--- src/rtl/vvc_pkg.sv ---
package vvc_pkg;
    localparam int NPORT  = 11;
    localparam int PORT_W = $clog2(NPORT);
    localparam int VID_W  = 13;

    localparam logic [2:0] OP_GET_CLR = 3'b111;

    localparam int MEMBER_BIT = 8;
    localparam int MISS_BIT   = 9;
    localparam int OVF_BIT    = 10;
    localparam int PAGE_BIT   = 13;

    typedef struct packed {
        logic              miss;
        logic              member;
        logic [PORT_W-1:0] port;
        logic [VID_W-1:0]  vid;
    } viol_t;

    function automatic logic [15:0] enc_vid(input logic [VID_W-1:0] v);
        logic [15:0] r;
        r = '0;
        r[11:0] = v[11:0];
        r[PAGE_BIT] = v[12];
        return r;
    endfunction

    function automatic logic [15:0] enc_op(input viol_t rec, input logic ovf);
        logic [15:0] r;
        r = '0;
        r[PORT_W-1:0] = rec.port;
        r[MEMBER_BIT] = rec.member;
        r[MISS_BIT]   = rec.miss;
        r[OVF_BIT]    = ovf;
        r[14:12]      = OP_GET_CLR;
        return r;
    endfunction
endpackage

--- src/rtl/vvc_arbiter.sv ---
module vvc_arbiter
    import vvc_pkg::*;
(
    input  logic              miss_vld,
    input  logic [PORT_W-1:0] miss_port,
    input  logic [VID_W-1:0]  miss_vid,
    input  logic              mbr_vld,
    input  logic [PORT_W-1:0] mbr_port,
    input  logic [VID_W-1:0]  mbr_vid,
    output logic              cand_vld,
    output viol_t             cand,
    output logic              cand_lost
);
    always_comb begin
        cand      = '0;
        cand_vld  = miss_vld | mbr_vld;
        cand_lost = 1'b0;
        if (miss_vld && mbr_vld) begin
            if (miss_port == mbr_port) begin
                cand.miss   = 1'b1;
                cand.member = 1'b1;
                cand.port   = miss_port;
                cand.vid    = miss_vid;
            end else if (miss_port < mbr_port) begin
                cand.miss   = 1'b1;
                cand.port   = miss_port;
                cand.vid    = miss_vid;
                cand_lost   = 1'b1;
            end else begin
                cand.member = 1'b1;
                cand.port   = mbr_port;
                cand.vid    = mbr_vid;
                cand_lost   = 1'b1;
            end
        end else if (miss_vld) begin
            cand.miss = 1'b1;
            cand.port = miss_port;
            cand.vid  = miss_vid;
        end else if (mbr_vld) begin
            cand.member = 1'b1;
            cand.port   = mbr_port;
            cand.vid    = mbr_vid;
        end
    end
endmodule

--- src/rtl/vvc_holder.sv ---
module vvc_holder
    import vvc_pkg::*;
(
    input  logic  clk,
    input  logic  rst,
    input  logic  clr,
    input  logic  cand_vld,
    input  viol_t cand,
    input  logic  cand_lost,
    output logic  held,
    output viol_t rec,
    output logic  ovf
);
    always_ff @(posedge clk) begin
        if (rst) begin
            held <= 1'b0;
            rec  <= '0;
            ovf  <= 1'b0;
        end else if (clr) begin
            held <= cand_vld;
            rec  <= cand;
            ovf  <= cand_lost;
        end else if (!held) begin
            if (cand_vld) begin
                held <= 1'b1;
                rec  <= cand;
                ovf  <= cand_lost;
            end
        end else if (cand_vld) begin
            ovf <= 1'b1;
        end
    end
endmodule

--- src/rtl/vvc_readout.sv ---
module vvc_readout
    import vvc_pkg::*;
(
    input  logic        clk,
    input  logic        rst,
    input  logic        clr,
    input  viol_t       rec,
    input  logic        ovf,
    output logic        done,
    output logic [15:0] op_q,
    output logic [15:0] vid_q
);
    always_ff @(posedge clk) begin
        if (rst) begin
            done  <= 1'b0;
            op_q  <= '0;
            vid_q <= '0;
        end else begin
            done <= clr;
            if (clr) begin
                op_q  <= enc_op(rec, ovf);
                vid_q <= enc_vid(rec.vid);
            end
        end
    end
endmodule

--- src/rtl/vlan_viol_capture.sv ---
module vlan_viol_capture
    import vvc_pkg::*;
(
    input  logic              clk,
    input  logic              rst,
    input  logic              miss_vld_i,
    input  logic [PORT_W-1:0] miss_port_i,
    input  logic [VID_W-1:0]  miss_vid_i,
    input  logic              mbr_vld_i,
    input  logic [PORT_W-1:0] mbr_port_i,
    input  logic [VID_W-1:0]  mbr_vid_i,
    input  logic              cmd_vld_i,
    input  logic [2:0]        cmd_op_i,
    output logic              done_o,
    output logic [15:0]       op_reg_o,
    output logic [15:0]       vid_reg_o,
    output logic              irq_o
);
    logic  cand_vld, cand_lost, held, ovf, clr;
    viol_t cand, rec;

    assign clr = cmd_vld_i && (cmd_op_i == OP_GET_CLR);

    vvc_arbiter u_arb (
        .miss_vld (miss_vld_i), .miss_port(miss_port_i), .miss_vid(miss_vid_i),
        .mbr_vld  (mbr_vld_i),  .mbr_port (mbr_port_i),  .mbr_vid (mbr_vid_i),
        .cand_vld (cand_vld),   .cand     (cand),        .cand_lost(cand_lost)
    );

    vvc_holder u_hold (
        .clk(clk), .rst(rst), .clr(clr),
        .cand_vld(cand_vld), .cand(cand), .cand_lost(cand_lost),
        .held(held), .rec(rec), .ovf(ovf)
    );

    vvc_readout u_rd (
        .clk(clk), .rst(rst), .clr(clr), .rec(rec), .ovf(ovf),
        .done(done_o), .op_q(op_reg_o), .vid_q(vid_reg_o)
    );

    assign irq_o = held;
endmodule

--- config.mk ---
export PLATFORM = sky130hd
export DESIGN_NAME = vlan_viol_capture
export DESIGN_NICKNAME = d
export VERILOG_FILES = /design/src/rtl/vvc_pkg.sv /design/src/rtl/vvc_arbiter.sv /design/src/rtl/vvc_holder.sv /design/src/rtl/vvc_readout.sv /design/src/rtl/vlan_viol_capture.sv
export SDC_FILE = /design/constraint.sdc
export NUM_CORES = 1
export LEC_CHECK = 0
export CORE_UTILIZATION = 48
export CTS_BUF_LIST = sky130_fd_sc_hd__clkbuf_4 sky130_fd_sc_hd__clkbuf_8
export DETAILED_ROUTE_END_ITERATION = 10
export GPL_TIMING_DRIVEN = 1
export PLACE_DENSITY_LB_ADDON = 0.12
export SLEW_MARGIN = 15
export SYNTH_ARGS = -nofsm -noshare
export SYNTH_HDL_FRONTEND = slang
export SYNTH_SLANG_ARGS = --single-unit
--- constraint.sdc ---
create_clock -name clk -period 2.45 [get_ports clk]
set_input_delay 0.245 -clock clk [delete_from_list [all_inputs] [get_ports clk]]
set_output_delay 0.245 -clock clk [all_outputs]
set_load 0.02 [all_outputs]
* Yosys cells after proc, flatten, opt, wreduce, memory -nomap -nowiden *
Index checks and enable logic that the tools add are counted.

cells by class
  add/subtract/negate cells = 0
  multiply operators = 0
  div/mod/pow operators = 0
  order comparisons = 1
  equality and inequality tests = 3
  shifts and indexed selects = 0
  mux-type cells = 21
  bitwise operators = 1
  reduce and logical (&&, ||, !) cells = 4

operators with widths
  cell                                                                     number
  19-bit 2-to-1 mux                                                        5
  17-bit 2-to-1 mux                                                        2
  18-bit 2-to-1 mux                                                        1
  1-bit 2-to-1 mux                                                         13
  4-bit == test                                                            1
  4-bit less-than comparator                                               1
  3-bit == test, second input constant                                     1
  1-bit logical AND                                                        2
  2-bit by 1-bit inequality test with 1-bit output, second input constant  1
  2-bit AND reduction                                                      1
  2-bit nonzero test                                                       1
  1-bit OR                                                                 1

word-level totals
  bits in registers = 43
  latch bits = 0
  RAM bits = 0
  memory bits (read-only) = 0
  output and inout bits = 34
  logic and storage cells = 39
  memories = 0

* Depth between registers and ports, before layout *
  word-level depth = 7
  mapped depth = 9
  gate-level depth less buffers = 7

* By module *
Synthesis repeated with hierarchy kept, for this count alone.

second synthesis, totals
  cells, all modules = 218
  area total of the unflattened synthesis = 2194.6 µm²

by module, submodules not included
  module             times used  cells an instance  area each (µm²)
  vvc_holder         1           92                 942.2
  vvc_readout        1           82                 875.8
  vvc_arbiter        1           43                 367.9
  vlan_viol_capture  1           1                  8.8

* Worst setup path before layout *
Ideal clock, no wire load.

  path type = input to register
  start = in mbr_port_i[1]
  end = reg, netlist name u_hold.rec[1]
  data arrival time = 1.499 ns
  required time = 2.336 ns
  path slack = 0.837 ns
  stages on the path = 9
  buffers on the path = 2
  path through = inv_1 -> ha_1 -> nor2b_4 -> o211ai_4 -> a31o_1 -> buf_6 -> buf_12 -> a22oi_2 -> o21ai_2

between the ends
  word-level cells in the longest chain between the ends = 7

RTL lines
  what                        line                     text
  start, declared             vlan_viol_capture.sv:10  input logic [PORT_W-1:0] mbr_port_i,
  4-bit less-than comparator  vvc_arbiter.sv:24        end else if (miss_port < mbr_port) begin
  17-bit 2-to-1 mux           vvc_arbiter.sv:24
  19-bit 2-to-1 mux (*)       vvc_arbiter.sv:19        if (miss_port == mbr_port) begin
  19-bit 2-to-1 mux (*)       vvc_arbiter.sv:18        if (miss_vld && mbr_vld) begin
  19-bit 2-to-1 mux           vvc_holder.sv:24         if (cand_vld) begin
  19-bit 2-to-1 mux           vvc_holder.sv:23         end else if (!held) begin
  19-bit 2-to-1 mux (*)       vvc_holder.sv:19         end else if (clr) begin

Mark *: on every way between the ends. The rest lies on a longest branch, timed or not. The select of a mux whose other input is x is not followed.
A chain may end at the register's enable or synchronous reset.

* Worst setup path in the final report *
  start = in mbr_port_i[2]
  end = reg, netlist name u_hold.rec[15]

between the ends
  word-level cells in the longest chain between the ends = 7

RTL lines
  what                        line
  4-bit less-than comparator  vvc_arbiter.sv:24
  17-bit 2-to-1 mux           vvc_arbiter.sv:24
  19-bit 2-to-1 mux           vvc_arbiter.sv:19
  19-bit 2-to-1 mux (*)       vvc_arbiter.sv:18
  19-bit 2-to-1 mux           vvc_holder.sv:24
  19-bit 2-to-1 mux           vvc_holder.sv:23
  19-bit 2-to-1 mux (*)       vvc_holder.sv:19

Marks and branches as above.

==> flow_summary.json <==
{
  "fin_cells": 325,
  "slowest_stage": "a31oi_4",
  "drt_wl_total_um": 3848,
  "drv_cap": 0,
  "holdCritPathClass": "reg -> reg",
  "drt_iter0_drc": 99,
  "fin_skew_ns": 0.003651,
  "peakVddDrop_uv": 273.3,
  "io_pins": 76,
  "routabilityCongestion": 0.7659,
  "worst_slew_pin_slew_ns": 1.068,
  "critPathMaxFanout": 17,
  "ys_top_cells_by_area": "dfxtp_1 (44%), nand2_1 (11%), a22oi_2 (6.4%)",
  "period_share": 0.8090,
  "grt_max_degree": 27,
  "path_buf_inv": 2,
  "holdBufCountCts": 0,
  "hold_slack_ns": 0.4520,
  "nets": 324,
  "ys_warn_count": 0,
  "core_sq_mm": 0.003771,
  "synth_top_area_frac": 0.4430,
  "cts.repair.resized": 0,
  "yosysUniqueCellTypes": 31,
  "total_power_w": 0.001431,
  "postCtsSetupBuffers": 0,
  "cts_buffers": 5,
  "synth-seq-cells": 43,
  "slew-limit-headroom": 0.2867,
  "wl_per_cell_um": 11.84,
  "syn_area_sq_mm": 0.001943,
  "grt-ovfl-total": 0,
  "ant_nets": 0,
  "antennaDiodeCount": 0,
  "numPortBuffers": 66,
  "cp_top_family": "compound AO/OA/AOI/OAI gates",
  "chipWidth_um": 65.63,
  "routed-via-count": 1638,
  "grt_pass1_wl_um": 6506,
  "p_per_area_mw_per_mm2": 543.0,
  "slew_viol_final": 0,
  "dpl.cell_count": 319,
  "crit_path_max_incr_delay_ns": 0.50,
  "die_y_um": 65.63,
  "rows": 22,
  "worst_ep_required_time_ns": 2.67,
  "grt_pass1_vias": 1424,
  "path_clk_slew_ns": 0.07,
  "critPathKind": "in -> reg",
  "seq_area_frac_synth": 0.4430,
  "startpoint_type": "input pin",
  "synth_cells": 217,
  "grt_usage": 0.2009,
  "grt_setup_unrepaired": "false",
  "leakage_nw": 0.9491,
  "synth.largest_area_cell": "dfxtp_1",
  "final-hold-violation-count": 0,
  "crit_arrival_ns": 2.20,
  "h-tree-depth": 2,
  "setup-tns-final_ns": 0,
  "drt_pass1_iterations": 4,
  "setup-violations-final": 0,
  "status": "finished, final reports clean",
  "antenna_found_initial": 0,
  "initial_utilization": 0.5153,
  "max_freq_ghz": 0.5045,
  "drc": 0,
  "cpMostUsedCell": "o21ai_1",
  "hpwl_um": 2974,
  "fillers": 347,
  "fp.dieArea_sq_mm": 0.004307,
  "worst_setup_path_end_kind": "flop",
  "area_growth_pct": 35.61,
  "fin_crit_ns": 1.982,
  "clock_latency_ns": 0.29,
  "via_per_inst": 5.040,
  "avgSynthCellArea_sq_um": 8.954,
  "cts_tree": "yes",
  "cts_buffer_depth": 2,
  "worstPathCellList": "clkdlybuf4s50_1, inv_1, ha_1, nand4_1, o21ai_1, a31oi_4, a22oi_1, o21ai_1",
  "final_layout_size_suffix_gt1_frac": 0.1336,
  "clock-sinks": 43,
  "clock_tree.root_cell": "clkbuf_8",
  "fin_util": 0.6987
}
## logic make-up after synthesis
| group | share of synthesized area |
|---|---|
| simple gates | 0.1584 |
| compound gates | 0.2621 |
| flops | 0.4430 |
| buf+inv | 0.1088 |
| fa+ha+maj | 0.02576 |
| other cells | 0.001930 |
## synth_stat cells
| cell type | instances |
|---|---|
| a21oi_1 | 23 |
| a22oi_1 | 8 |
| a22oi_2 | 10 |
| a31o_1 | 1 |
| a31oi_1 | 1 |
| a31oi_4 | 1 |
| a32oi_1 | 1 |
| and4_1 | 1 |
| buf_12 | 1 |
| buf_2 | 3 |
| buf_4 | 13 |
| buf_6 | 2 |
| buf_8 | 1 |
| clkbuf_1 | 6 |
| conb_1 | 1 |
| dfxtp_1 | 43 |
| ha_1 | 4 |
| inv_1 | 5 |
| nand2_1 | 58 |
| nand4_1 | 3 |
| nor2_1 | 5 |
| nor2_2 | 1 |
| nor2b_1 | 1 |
| nor2b_4 | 1 |
| nor3_1 | 1 |
| nor4_1 | 1 |
| o211ai_4 | 1 |
| o21a_4 | 1 |
| o21ai_1 | 8 |
| o21ai_2 | 10 |
| or2_1 | 1 |
## power by group
part           total [W]  internal, W  switching (W)
registers       0.000749     0.000731      0.0000174
logic           0.000274     0.000139       0.000135
clock network   0.000408     0.000201       0.000208
total            0.00143      0.00107       0.000360
## metrics by stage
step	worst slack, ns	area (sq um)
finish	0.4679	2635
global route	0.2483	2635
CTS	0.4552	2635
detailed placement	0.1501	2559
global placement	0.2083	2559
floorplan	0.8369	1973
## routing by layer
layer,share of wire,wire [um],up-vias,global-route usage
li1,-,-,840,-
met4,0.019,72,0,0.07337
met3,0.079,304,5,0.05035
met1,0.48,1859,710,0.2823
met2,0.42,1612,83,0.2934
met5,0,0,-,0
## registers in the layout (all words and copies together), names as in the netlist
name and flops:
u_hold.rec 19, u_rd.vid_q 13, u_rd.op_q 8, u_hold.held 1, u_hold.ovf 1, u_rd.done 1
## area by class of cell
cell class	instances	area, sq um	area share
repair buffers	72	718.2	0.2726
inverters	5	18.77	0.007122
well taps	48	60.06	0.02279
flip-flops and latches	43	860.8	0.3267
clock buffers	6	76.32	0.02896
multi-input cells	151	900.9	0.3419
## tightest hold or removal path: cells and delay by family (launching register included)
kind / cells / cell delay, ns
DFF: 1 / 0.31
and+or+nand+nor: 1 / 0.05
AOI/OAI and AO/OA: 1 / 0.05
## path summary, 6_finish.rpt
| kind | startpoint | endpoint | slack [ns] | cells after the start |
|---|---|---|---|---|
| min reg2reg | u_hold.rec[6] | u_rd.vid_q[6] | 0.45 | 2 |
| max | mbr_port_i[2] | u_hold.rec[15] | 0.47 | 8 |
| min | u_hold.rec[6] | u_rd.vid_q[6] | 0.45 | 2 |
| max reg2reg | u_hold.held | u_hold.rec[9] | 0.74 | 4 |
## layout by cell type (no fill, tap or decap), types with 8 or more instances in the layout
cell type and count:
a21oi_1 23, o21ai_1 8, conb_1 9, a22oi_1 8, clkdlybuf4s50_1 66, dfxtp_1 43
nand2_1 58, a22oi_2 10, o21ai_2 10
No activity file was read; power rests on OpenSTA's default activity.
